File: config.mk
export PLATFORM = sky130hd
export DESIGN_NAME = mcyc_timing_gen
export DESIGN_NICKNAME = d
export VERILOG_FILES = /design/src/rtl/mcyc_pkg.sv /design/src/rtl/mcyc_sync.sv /design/src/rtl/mcyc_next.sv /design/src/rtl/mcyc_strobe.sv /design/src/rtl/mcyc_timing_gen.sv
export SDC_FILE = /design/constraint.sdc
export NUM_CORES = 1
export LEC_CHECK = 0
export BUFFER_PORTS_ARGS = -buffer_cell sky130_fd_sc_hd__buf_2
export CORE_MARGIN = 2
export CORE_UTILIZATION = 40
export CTS_CLUSTER_SIZE = 24
export DETAILED_ROUTE_END_ITERATION = 10
export GPL_TIMING_DRIVEN = 0
export PLACE_DENSITY = 0.68
export SLEW_MARGIN = 10
export SYNTH_ARGS = -nofsm -noshare
export SYNTH_HDL_FRONTEND = slang
export SYNTH_HIERARCHICAL = 1
export SYNTH_SLANG_ARGS = --single-unit
File: constraint.sdc
create_clock -name clk -period 2 [get_ports clk]
set_input_delay 0.2 -clock clk [delete_from_list [all_inputs] [get_ports clk]]
set_output_delay 0.2 -clock clk [all_outputs]
set_load 0.05 [all_outputs]
File: src/rtl/mcyc_pkg.sv
package mcyc_pkg;
  localparam int NST = 8;
  localparam int OPW = 3;

  typedef enum logic [2:0] {
    S_PT1  = 3'd0,
    S_PT2  = 3'd1,
    S_PT3  = 3'd2,
    S_PT4  = 3'd3,
    S_PBT1 = 3'd4,
    S_PBT2 = 3'd5,
    S_PBT3 = 3'd6,
    S_PBT4 = 3'd7
  } tstate_e;

  localparam logic [OPW-1:0] OP_SHORT = 3'd0;
  localparam logic [OPW-1:0] OP_ADDR  = 3'd1;
  localparam logic [OPW-1:0] OP_RELOC = 3'd2;
  localparam logic [OPW-1:0] OP_DIN   = 3'd3;
  localparam logic [OPW-1:0] OP_DOUT  = 3'd4;

  function automatic logic is_addr_op(logic [OPW-1:0] op);
    return (op == OP_ADDR) || (op == OP_RELOC);
  endfunction

  function automatic logic is_data_op(logic [OPW-1:0] op);
    return (op == OP_DIN) || (op == OP_DOUT);
  endfunction

  function automatic logic is_phase(tstate_e s);
    return (s == S_PT1) || (s == S_PT2) || (s == S_PT3) || (s == S_PT4);
  endfunction

  function automatic logic [NST-1:0] to_onehot(tstate_e s);
    logic [NST-1:0] v;
    v = '0;
    v[s] = 1'b1;
    return v;
  endfunction
endpackage

File: src/rtl/mcyc_sync.sv
module mcyc_sync #(
  parameter int STAGES = 2
) (
  input  logic clk,
  input  logic rst_n,
  input  logic d,
  output logic q
);
  generate
    if (STAGES < 2) begin : g_single
      logic r;
      always_ff @(posedge clk or negedge rst_n) begin
        if (!rst_n) r <= 1'b0;
        else        r <= d;
      end
      assign q = r;
    end else begin : g_chain
      logic [STAGES-1:0] sh;
      always_ff @(posedge clk or negedge rst_n) begin
        if (!rst_n) sh <= '0;
        else        sh <= {sh[STAGES-2:0], d};
      end
      assign q = sh[STAGES-1];
    end
  endgenerate
endmodule

File: src/rtl/mcyc_next.sv
module mcyc_next
  import mcyc_pkg::*;
(
  input  tstate_e         st,
  input  logic [OPW-1:0]  op,
  input  logic            grant,
  input  logic            ssyn_s,
  input  logic            abort,
  input  logic            nx,
  input  logic            reloc_pend,
  input  logic            err_pend,
  output tstate_e         nxt,
  output logic            set_reloc,
  output logic            set_err
);
  always_comb begin
    nxt       = st;
    set_reloc = 1'b0;
    set_err   = 1'b0;
    case (st)
      S_PT1: nxt = abort ? S_PBT3 : S_PT2;
      S_PT2: begin
        if (abort)               nxt = S_PBT3;
        else if (is_data_op(op)) nxt = grant ? S_PT3 : S_PT2;
        else if (is_addr_op(op)) nxt = S_PT3;
        else                     nxt = S_PBT1;
      end
      S_PT3: begin
        if (abort) nxt = S_PBT3;
        else if (is_data_op(op)) begin
          if (ssyn_s) nxt = (op == OP_DIN) ? S_PT4 : S_PBT1;
          else        nxt = S_PT3;
        end else begin
          nxt       = S_PBT1;
          set_reloc = (op == OP_RELOC);
        end
      end
      S_PT4: nxt = abort ? S_PBT3 : S_PBT1;
      S_PBT1: begin
        nxt     = S_PBT2;
        set_err = abort;
      end
      S_PBT2: nxt = (abort || err_pend || reloc_pend || nx) ? S_PBT3 : S_PT1;
      S_PBT3: nxt = S_PBT4;
      S_PBT4: nxt = S_PT1;
      default: nxt = S_PT1;
    endcase
  end
endmodule

File: src/rtl/mcyc_strobe.sv
module mcyc_strobe
  import mcyc_pkg::*;
(
  input  tstate_e         st,
  input  logic [OPW-1:0]  op,
  input  logic            abort,
  input  logic            reloc_pend,
  output logic [NST-1:0]  st_oh,
  output logic            mclk,
  output logic            lat_add,
  output logic            reloc_stb,
  output logic            din_stb
);
  always_comb begin
    st_oh     = to_onehot(st);
    mclk      = is_phase(st);
    lat_add   = (st == S_PT3) && is_addr_op(op) && !abort;
    din_stb   = (st == S_PT4) && !abort;
    reloc_stb = (st == S_PBT3) && reloc_pend;
  end
endmodule

File: src/rtl/mcyc_timing_gen.sv
module mcyc_timing_gen
  import mcyc_pkg::*;
#(
  parameter int SYNC_STAGES = 2
) (
  input  logic            clk,
  input  logic            rst_n,
  input  logic [2:0]      op_cls,
  input  logic            bus_grant,
  input  logic            ssyn_in,
  input  logic            abort_req,
  input  logic            nx_ctl,
  output logic [7:0]      state_oh,
  output logic            mclk,
  output logic            lat_add,
  output logic            reloc_stb,
  output logic            din_stb
);
  tstate_e        st_q;
  tstate_e        st_d;
  logic [OPW-1:0] op_q;
  logic           reloc_pend;
  logic           err_pend;
  logic           ssyn_s;
  logic           set_reloc;
  logic           set_err;
  logic           to_pt1;

  mcyc_sync #(.STAGES(SYNC_STAGES)) u_sync (
    .clk   (clk),
    .rst_n (rst_n),
    .d     (ssyn_in),
    .q     (ssyn_s)
  );

  mcyc_next u_next (
    .st         (st_q),
    .op         (op_q),
    .grant      (bus_grant),
    .ssyn_s     (ssyn_s),
    .abort      (abort_req),
    .nx         (nx_ctl),
    .reloc_pend (reloc_pend),
    .err_pend   (err_pend),
    .nxt        (st_d),
    .set_reloc  (set_reloc),
    .set_err    (set_err)
  );

  assign to_pt1 = (st_d == S_PT1);

  always_ff @(posedge clk or negedge rst_n) begin
    if (!rst_n) begin
      st_q       <= S_PT1;
      op_q       <= OP_SHORT;
      reloc_pend <= 1'b0;
      err_pend   <= 1'b0;
    end else begin
      st_q <= st_d;
      if (st_q == S_PT1) op_q <= op_cls;
      if (to_pt1)         reloc_pend <= 1'b0;
      else if (set_reloc) reloc_pend <= 1'b1;
      if (to_pt1)         err_pend <= 1'b0;
      else if (set_err)   err_pend <= 1'b1;
    end
  end

  mcyc_strobe u_strobe (
    .st         (st_q),
    .op         (op_q),
    .abort      (abort_req),
    .reloc_pend (reloc_pend),
    .st_oh      (state_oh),
    .mclk       (mclk),
    .lat_add    (lat_add),
    .reloc_stb  (reloc_stb),
    .din_stb    (din_stb)
  );
endmodule

Word-level counts from Yosys, hierarchy flattened. Index checks and enable logic that the tools add are counted. W data, S select, Z words.

Register bits: 10. Input port bits: 9. Output and inout port bits: 12. Word-level logic and storage cells: 58.

$lt $le $gt $ge: 2. Equal/unequal tests: 11. Mux-type cells: 22. Reductions and logical operators: 18.

Operators by type and width (count): $mux W3 (9); $pmux W3 S8 (1); $eq A3 B3 Y1 const B (5); $eq A3 B2 Y1 const B (4); $mux W1 (9); $logic_or A1 B1 Y1 (8); $eq A3 B1 Y1 const B (2); $logic_not A3 Y1 (2); $logic_and A1 B1 Y1 (5); $lt A3 B4 Y1 const B (1); $mux W2 (2); $reduce_bool A2 Y1 (2); $demux W1 S3 (1); $ge A3 B1 Y1 const B (1); $logic_not A1 Y1 (1).

Depth between registers and ports, before layout. Gate-level depths: netlist (run 1).

Depth after elaboration: 8. Gate-level depth with buffers: 7. Depth with buffers taken out: 6.

Modules after synthesis. Netlist (run 1), hierarchy kept.

By module, submodules not included: mcyc_next (instances 1, cells an instance 39, area each 277.8 um^2, seq. area each 0.0 um^2); mcyc_timing_gen (instances 1, cells an instance 17, area each 270.3 um^2, seq. area each 200.2 um^2); mcyc_strobe (instances 1, cells an instance 15, area each 100.1 um^2, seq. area each 0.0 um^2); mcyc_sync (instances 1, cells an instance 2, area each 50.0 um^2, seq. area each 50.0 um^2).

Worst setup path before layout (run 1). Ideal clock, no wire load.

Kind: register -> output. From: register st_q[2]. To: output state_oh[4]. Arrival time: 1.883 ns. Data required time: 1.800 ns. Slack: -0.083 ns. Cell stages (with the launch flop): 3. Path buffers: 0. Cells stage by stage: dfrtp_1 > inv_1 > nor3_1.

Longest elaborated chain between the ends: 4. Elaborated cells on any way between the ends: 5. Those cells by class: order compare (2); mux (2); reduce/logical (1).

RTL lines: start: declaration (line mcyc_timing_gen.sv:19) `tstate_e st_q;`; start signal: assignment (line mcyc_timing_gen.sv:59) `st_q <= st_d;`; $lt A3 B4 Y1 (not written as such) or $ge A3 B1 Y1 (tied branches) (line mcyc_pkg.sv:37) `v[s] = 1'b1;`; $logic_and A1 B1 Y1 (not written as such) (line mcyc_pkg.sv:37); $mux W1 (not written as such) (line mcyc_pkg.sv:37); $demux W1 S3 *; end: declaration (line mcyc_timing_gen.sv:13) `output logic [7:0] state_oh,`.

Mark *: on every way between the ends. The rest lies on a longest branch, timed or not.

Worst setup path in the final report (run 1).
From: register st_q[2]. To: output lat_add.

Longest elaborated chain between the ends: 3.

RTL lines: $eq A3 B2 Y1 (line mcyc_strobe.sv:17) `lat_add = (st == S_PT3) && is_addr_op(op) && !abort;`; $logic_and A1 B1 Y1 (2 in series) (line mcyc_strobe.sv:17); end: declaration (line mcyc_timing_gen.sv:15) `output logic lat_add,`.

Every way passes these cells.

==> impl_metrics.csv, run 1 <==
group,metric,value,unit
sta,slew_headroom,74.94,%
die,dieHeight,45.78,um
critical_path,crit_buf_inv,1,
synth,synth_cells,73,
critical_path,path_delay_family,"simple AND/OR/NAND/NOR gates",
critical_path,crit_type,"flop to output pin",
placement,io_buffers,20,
global_routing,grt_pass1_vias,547,
critical_path,worstSetupStartpoint,"st_q[2]$_DFF_PN0_",
synth,syn_area,698.2,sq um
detailed_routing,drt-pass1-iter-count,4,
placement,dp_hpwl,1.199,mm
critical_path,cpMaxStageDelayCell,"dfrtp_1",
synth,synthTopCellsByCount,"dfrtp_1 (10), nor2_1 (9), nor3_1 (7)",
power_and_ir_drop,irDropWorstVdd,0.7450,mV
global_routing,grt_max_degree,12,
die,die_x,45.78,um
cells_and_area,final_nets,108,
run,drv_cap,0,
die,dieArea,0.002096,sq mm
global_routing,grt.overflow.total,0,
critical_path,cp_data_required_time,1800,ps
worst_hold_path,min_from,"ssyn_in",
clock_network,postCtsSetupRepairBufs,0,
synth,synth_area_leaders,"dfrtp_1 (36%), nor3_1 (5.0%), nor2_1 (4.8%), mux2_1 (4.8%), and3_2 (3.2%)",
cells_and_area,n_fill_cell,153,
clock_network,path_clk_slew,60,ps
sta,finalCritPeriodShare,94.08,%
critical_path,worstPathCellList,"or3b_1 -> nor4_4 -> clkbuf_4",
critical_path,r2r-start,"st_q[2]$_DFF_PN0_",
synth,synthFlopType,"dfrtp_1",
detailed_routing,drtAntennaViolNets,0,
sta,setup_viol,0,
synth,synth_most_common_cell,"dfrtp_1",
critical_path,slowest_delay,480,ps
clock_network,clock_latency,260,ps
power_and_ir_drop,leakagePower,0.4244,nW
run_status,status,"complete, no violations",
die,rows,15,
detailed_routing,vias,660,
die,initial_core_util,41.33,%
clock_network,root_buffer,"clkbuf_4",
detailed_routing,drt_iter0_drc,8,
sta,setup_tns,0,ps
sta,rsz0062_at_grt,"false",
global_routing,grt_pass1_wl,2.421,mm
sta,tightest_slew,372.7,ps
clock_network,clockBufferDepth,2,
cells_and_area,drive_gt1_share,40.82,%
critical_path,cp.arrival,1680,ps
die,design.portCount,21,
power_and_ir_drop,p_per_area,1869,mW/mm^2
cells_and_area,antenna_cells,0,
synth,synth_cell_types,35,
cells_and_area,area_delta_synth_final,25.81,%
global_routing,antenna_found_initial,0,
placement,pre_cts_slack,256.8,ps
clock_network,htree_levels,1,
sta,hold_viol,0,
detailed_routing,drc,0,
sta,worst_slack,118.3,ps
critical_path,crit_path_max_fanout,8,
cells_and_area,fin_util,52.00,%
synth,yosysTopAreaCell,"dfrtp_1",
global_routing,grt_usage,16.27,%
sta,fin_skew,5.142,ps
placement,place_congestion,0.7556,
critical_path,cp-end-kind,"output pin",
synth,syn-num-nets,82,
synth,synth_edf_count,0,
worst_hold_path,worst_hold_path_type,"input port to flop",
synth,yosysTopAreaCellShare,35.84,%
clock_network,numCtsBuffers,3,
die,core-area,0.001689,sq mm
synth,ys_seq_area_share,35.84,%
sta,fmax,531.4,MHz
detailed_routing,wl_per_cell,14.03,um
detailed_routing,drt_wl_total,1.613,mm
sta,post-route-min-period,1882,ps
synth,avgSynthCellArea,9.564,sq um
sta,slew_viol_final,0,
synth,synth_seq_cells,10,
critical_path,start_kind,"flop",
clock_network,cts_tree,"done",
synth,ys_warn_count,6,
detailed_routing,avgViaCountPerCell,5.739,
synth,async_flop_share,100.0,%
clock_network,clock_sinks,10,
-- cells by family (layout without fill, tap and decap cells) --
logic type                count (synthesis)  count (layout)  share of synthesized area, %
AOI/OAI and AO/OA                        13              13                         15.24
xor gates and xnor gates                  3               3                         3.764
buffers and inverters                     8              33                         5.913
DFF                                      10              10                         35.84
muxes                                     4               4                         6.272
and+or+nand+nor                          35              35                         32.98
-- flip-flops by register name (all words and copies together), names as in the netlist --
register           cells
op_q                   3
err_pend               1
u_sync/g_chain.sh      2
st_q                   3
reloc_pend             1
-- where the power goes --
| group | switching [mW] | internal [mW] | leakage [nW] |
|---|---|---|---|
| clock network | 0.0642 | 0.110 | 0.0210 |
| registers | 0.197 | 0.290 | 0.118 |
| logic | 0.636 | 0.344 | 0.285 |
-- path summary, 6_finish.rpt --
kind / end / slack, ps / cells past startpoint
max reg2reg: reloc_pend$_DFFE_PN0P_ / 220 / 7
min in group asynchronous: reloc_pend$_DFFE_PN0P_ / 320 / 2
min reg2reg: u_sync/g_chain.sh[1]$_DFF_PN0_ / 360 / 0
min: u_sync/g_chain.sh[0]$_DFF_PN0_ / 40 / 1
max: lat_add / 120 / 3
max in group asynchronous: st_q[1]$_DFF_PN0_ / 1480 / 2
-- area by class of cell --
class | count | area (sq um) | share of cell area (%)
buffer | 4 | 26.28 | 2.991
timing repair buffer | 21 | 112.6 | 12.82
sequential | 10 | 251.5 | 28.63
multi-input combinational | 55 | 415.4 | 47.29
inverter | 4 | 15.01 | 1.709
tap | 17 | 21.27 | 2.422
clock buffer | 4 | 36.28 | 4.131
-- routing by layer --
metal	share of wire [%]	vias up	GRT usage, %
li1	-	315	-
met1	43	302	21.75
met2	46	37	24.79
met3	8.9	6	2.381
met4	1.7	0	9.714
met5	0	-	0
-- stage by stage --
stage / power (mW) / std cells / instance area (sq um) / hold slack [ps]
detailed placement: 1.448 / 110 / 828.3 / 62.56
floorplan: 1.230 / 73 / 706.9 / -95.59
global placement: 1.418 / 110 / 828.3 / 65.85
global route: 1.739 / 115 / 878.3 / 31.89
CTS: 1.635 / 115 / 874.6 / 34.57
finish: 1.641 / 115 / 878.3 / 42.86
-- cells in the final DEF, fill, tap and decap left out, types with 2 or more instances in the layout --
| cell | count |
|---|---|
| and3_2 | 3 |
| o21ai_1 | 2 |
| dfrtp_1 | 9 |
| a21oi_1 | 2 |
| xnor2_1 | 2 |
| nor2_1 | 9 |
| nor2b_1 | 3 |
| nand2_1 | 2 |
| inv_1 | 4 |
| nor3_1 | 7 |
| clkbuf_4 | 4 |
| mux2_1 | 3 |
| and3b_2 | 2 |
| buf_2 | 21 |
-- timing repair --
action	in CTS	in global routing
endpoints found under the setup margin	0	1
hold buffers	1	0
endpoints found under the hold margin	10	0
gates resized for setup	0	2
Note: power is estimated with default switching activity, not from simulation.
==> run 2: changes to the inputs <==
==> constraint.sdc (replaced) <==
create_clock -name clk -period 2 [get_ports clk]
set_input_delay 0 -clock clk [delete_from_list [all_inputs] [get_ports clk]]
set_output_delay 0 -clock clk [all_outputs]
set_load 0.05 [all_outputs]
==> run 2 against run 1 <==
Die area unchanged. Register-to-register slack about the same. Sequential share of layout area down 0.58 points. Final area rose by 1.6%. Sequential cell count unchanged. Highest routed layer unchanged. Clock-buffer cell count shrank 1. Critical path depth is 4 higher. Largest power group unchanged.
==> impl_metrics.csv, run 2 (same netlist as run 1, synthesis figures left out) <==
group,metric,value,unit
clock_network,clockBufferDepth,2,
global_routing,antenna_found_initial,0,
power_and_ir_drop,sw_frac_of_total,54.72,%
die,design.portCount,21,
critical_path,cpMaxStageDelayCell,"dfrtp_1",
clock_network,htree_levels,1,
clock_network,root_buffer,"clkbuf_4",
clock_network,clock_latency,260,ps
clock_network,postCtsSetupRepairBufs,0,
power_and_ir_drop,irDropWorstVdd,0.7664,mV
power_and_ir_drop,clock_power_share,8.2,%
sta,post-route-min-period,1791,ps
clock_network,numCtsBuffers,3,
worst_hold_path,worst_hold_path_type,"input port to flop",
cells_and_area,layout_common_cells,"buf_2 (22), dfrtp_1 (10), nor2_1 (9)",
cells_and_area,n_fill_cell,157,
sta,tightest_slew,359.7,ps
die,core-area,0.001689,sq mm
placement,dp_hpwl,1.086,mm
clock_network,clock_sinks,10,
cells_and_area,area_delta_synth_final,27.78,%
cells_and_area,instances_no_fill,118,
detailed_routing,drc,0,
power_and_ir_drop,internal_power,703.3,uW
detailed_routing,drt-pass1-iter-count,4,
cells_and_area,top_regs,"op_q x3, st_q x3, u_sync/g_chain.sh x2",
placement,numPlacedInstances,110,
cells_and_area,antenna_cells,0,
power_and_ir_drop,pwr-share-seq,30.4,%
placement,place_congestion,0.7616,
clock_network,path_clk_slew,50,ps
power_and_ir_drop,leakagePower,0.4337,nW
global_routing,grt_pass1_wl,2.297,mm
sta,setup_viol,0,
detailed_routing,vias,639,
critical_path,cp-end-kind,"flop",
die,initial_core_util,41.33,%
global_routing,grt.overflow.total,0,
global_routing,grt_pass1_vias,532,
critical_path,cp.arrival,1920,ps
critical_path,slowest_delay,510,ps
power_and_ir_drop,p_comb_share,61.5,%
clock_network,cts_tree,"done",
sta,hold_slack,30.52,ps
critical_path,crit_type,"flop to flop",
global_routing,grt_usage,15.79,%
cells_and_area,final_common_cell,"buf_2",
detailed_routing,wl_per_cell,12.59,um
sta,setup_tns,0,ps
critical_path,crit_path_max_fanout,9,
cells_and_area,drive_gt1_share,37.62,%
sta,slew_viol_final,0,
detailed_routing,drt_iter0_drc,8,
critical_path,worstPathCellList,"buf_2 -> nor2b_1 -> a211oi_1 -> a22o_1 -> o31ai_1 -> nor3_1 -> nor2_1",
global_routing,grt_max_degree,12,
sta,hold_viol,0,
clock_network,cts_resized,0,
critical_path,start_kind,"flop",
critical_path,cp_data_required_time,2130,ps
power_and_ir_drop,netSwitchingPower,849.8,uW
sta,slew_headroom,75.82,%
sta,rsz0062_at_grt,"false",
cells_and_area,fin_util,52.81,%
sta,fin_skew,4.614,ps
clock_network,cts_hold_buf,5,
detailed_routing,drt_wl_total,1.486,mm
placement,io_buffers,20,
die,dieArea,0.002096,sq mm
detailed_routing,drtAntennaViolNets,0,
run_status,status,"complete, no violations",
power_and_ir_drop,p_per_area,1741,mW/mm^2
die,die_x,45.78,um
detailed_routing,avgViaCountPerCell,5.415,
cells_and_area,final_nets,112,
sta,finalCritPeriodShare,89.57,%
sta,fmax,558.2,MHz
die,rows,15,
die,dieHeight,45.78,um
run,drv_cap,0,
## run 2: changes by cell type in the layout (fill, tap and decap cells not counted), sizes merged
| cell | previous run | this run |
|---|---|---|
| buf | 22 | 23 |
| clkbuf | 6 | 4 |
| dlygate4sd3 | 1 | 5 |
## run 2: stage by stage
step / total power, mW / worst slack (ps) / area, sq um
after global routing: 1.672 / 20.44 / 892.1
after floorplan: 1.212 / 116.7 / 698.2
after global placement: 1.399 / 259.9 / 819.5
after CTS: 1.563 / 218.8 / 892.1
after detailed placement: 1.423 / 232.4 / 819.5
final: 1.553 / 208.5 / 892.1
## run 2: layer usage
layer / routed length [um] / up-vias / share of wire (%) / GRT usage, %
met5: 0 / - / 0 / 0
met4: 19 / 0 / 1.3 / 8.571
met3: 94 / 2 / 6.3 / 2.778
met2: 661 / 29 / 44 / 25.35
met1: 710 / 288 / 48 / 20.05
li1: - / 320 / - / -
## run 2: final cells by class
cell class                 instances  area (sq um)  area share [%]
buffer                             4         26.28           2.945
clock buffer                       3         22.52           2.525
inverter                           4         15.01           1.683
multi-input combinational         55         406.6           45.58
sequential                        10         250.2           28.05
tap                               17         21.27           2.384
timing repair buffer              25         150.1           16.83
## run 2: critical path: cells and delay by family, from the launching register on
kind / cells / cell delay, ps
AO/OA/AOI/OAI: 3 / 480
AND/OR/NAND/NOR: 3 / 430
buffers and inverters: 1 / 260
flip-flops: 1 / 510
## run 2: power by group through the flow
stage	Sequential, mW	Combinational, mW	Clock, mW
2_1_floorplan	0.428	0.784	0
3_3_place_gp	0.470	0.929	0
3_5_place_dp	0.480	0.943	0
4_1_cts	0.476	0.952	0.136
5_1_grt	0.497	1.03	0.145
6_report	0.472	0.955	0.127
## run 2: path summary, 6_finish.rpt
path,cells past startpoint,endpoint,from,slack (ps)
hold reg to reg,0,u_sync/g_chain.sh[1]$_DFF_PN0_,u_sync/g_chain.sh[0]$_DFF_PN0_,350
hold / removal,3,st_q[2]$_DFF_PN0_,nx_ctl,30
setup / recovery,7,err_pend$_DFFE_PN0P_,st_q[2]$_DFF_PN0_,210
max in group asynchronous,2,st_q[0]$_DFF_PN0_,rst_n,1690
setup reg to reg,7,err_pend$_DFFE_PN0P_,st_q[2]$_DFF_PN0_,210
min in group asynchronous,2,u_sync/g_chain.sh[0]$_DFF_PN0_,rst_n,120
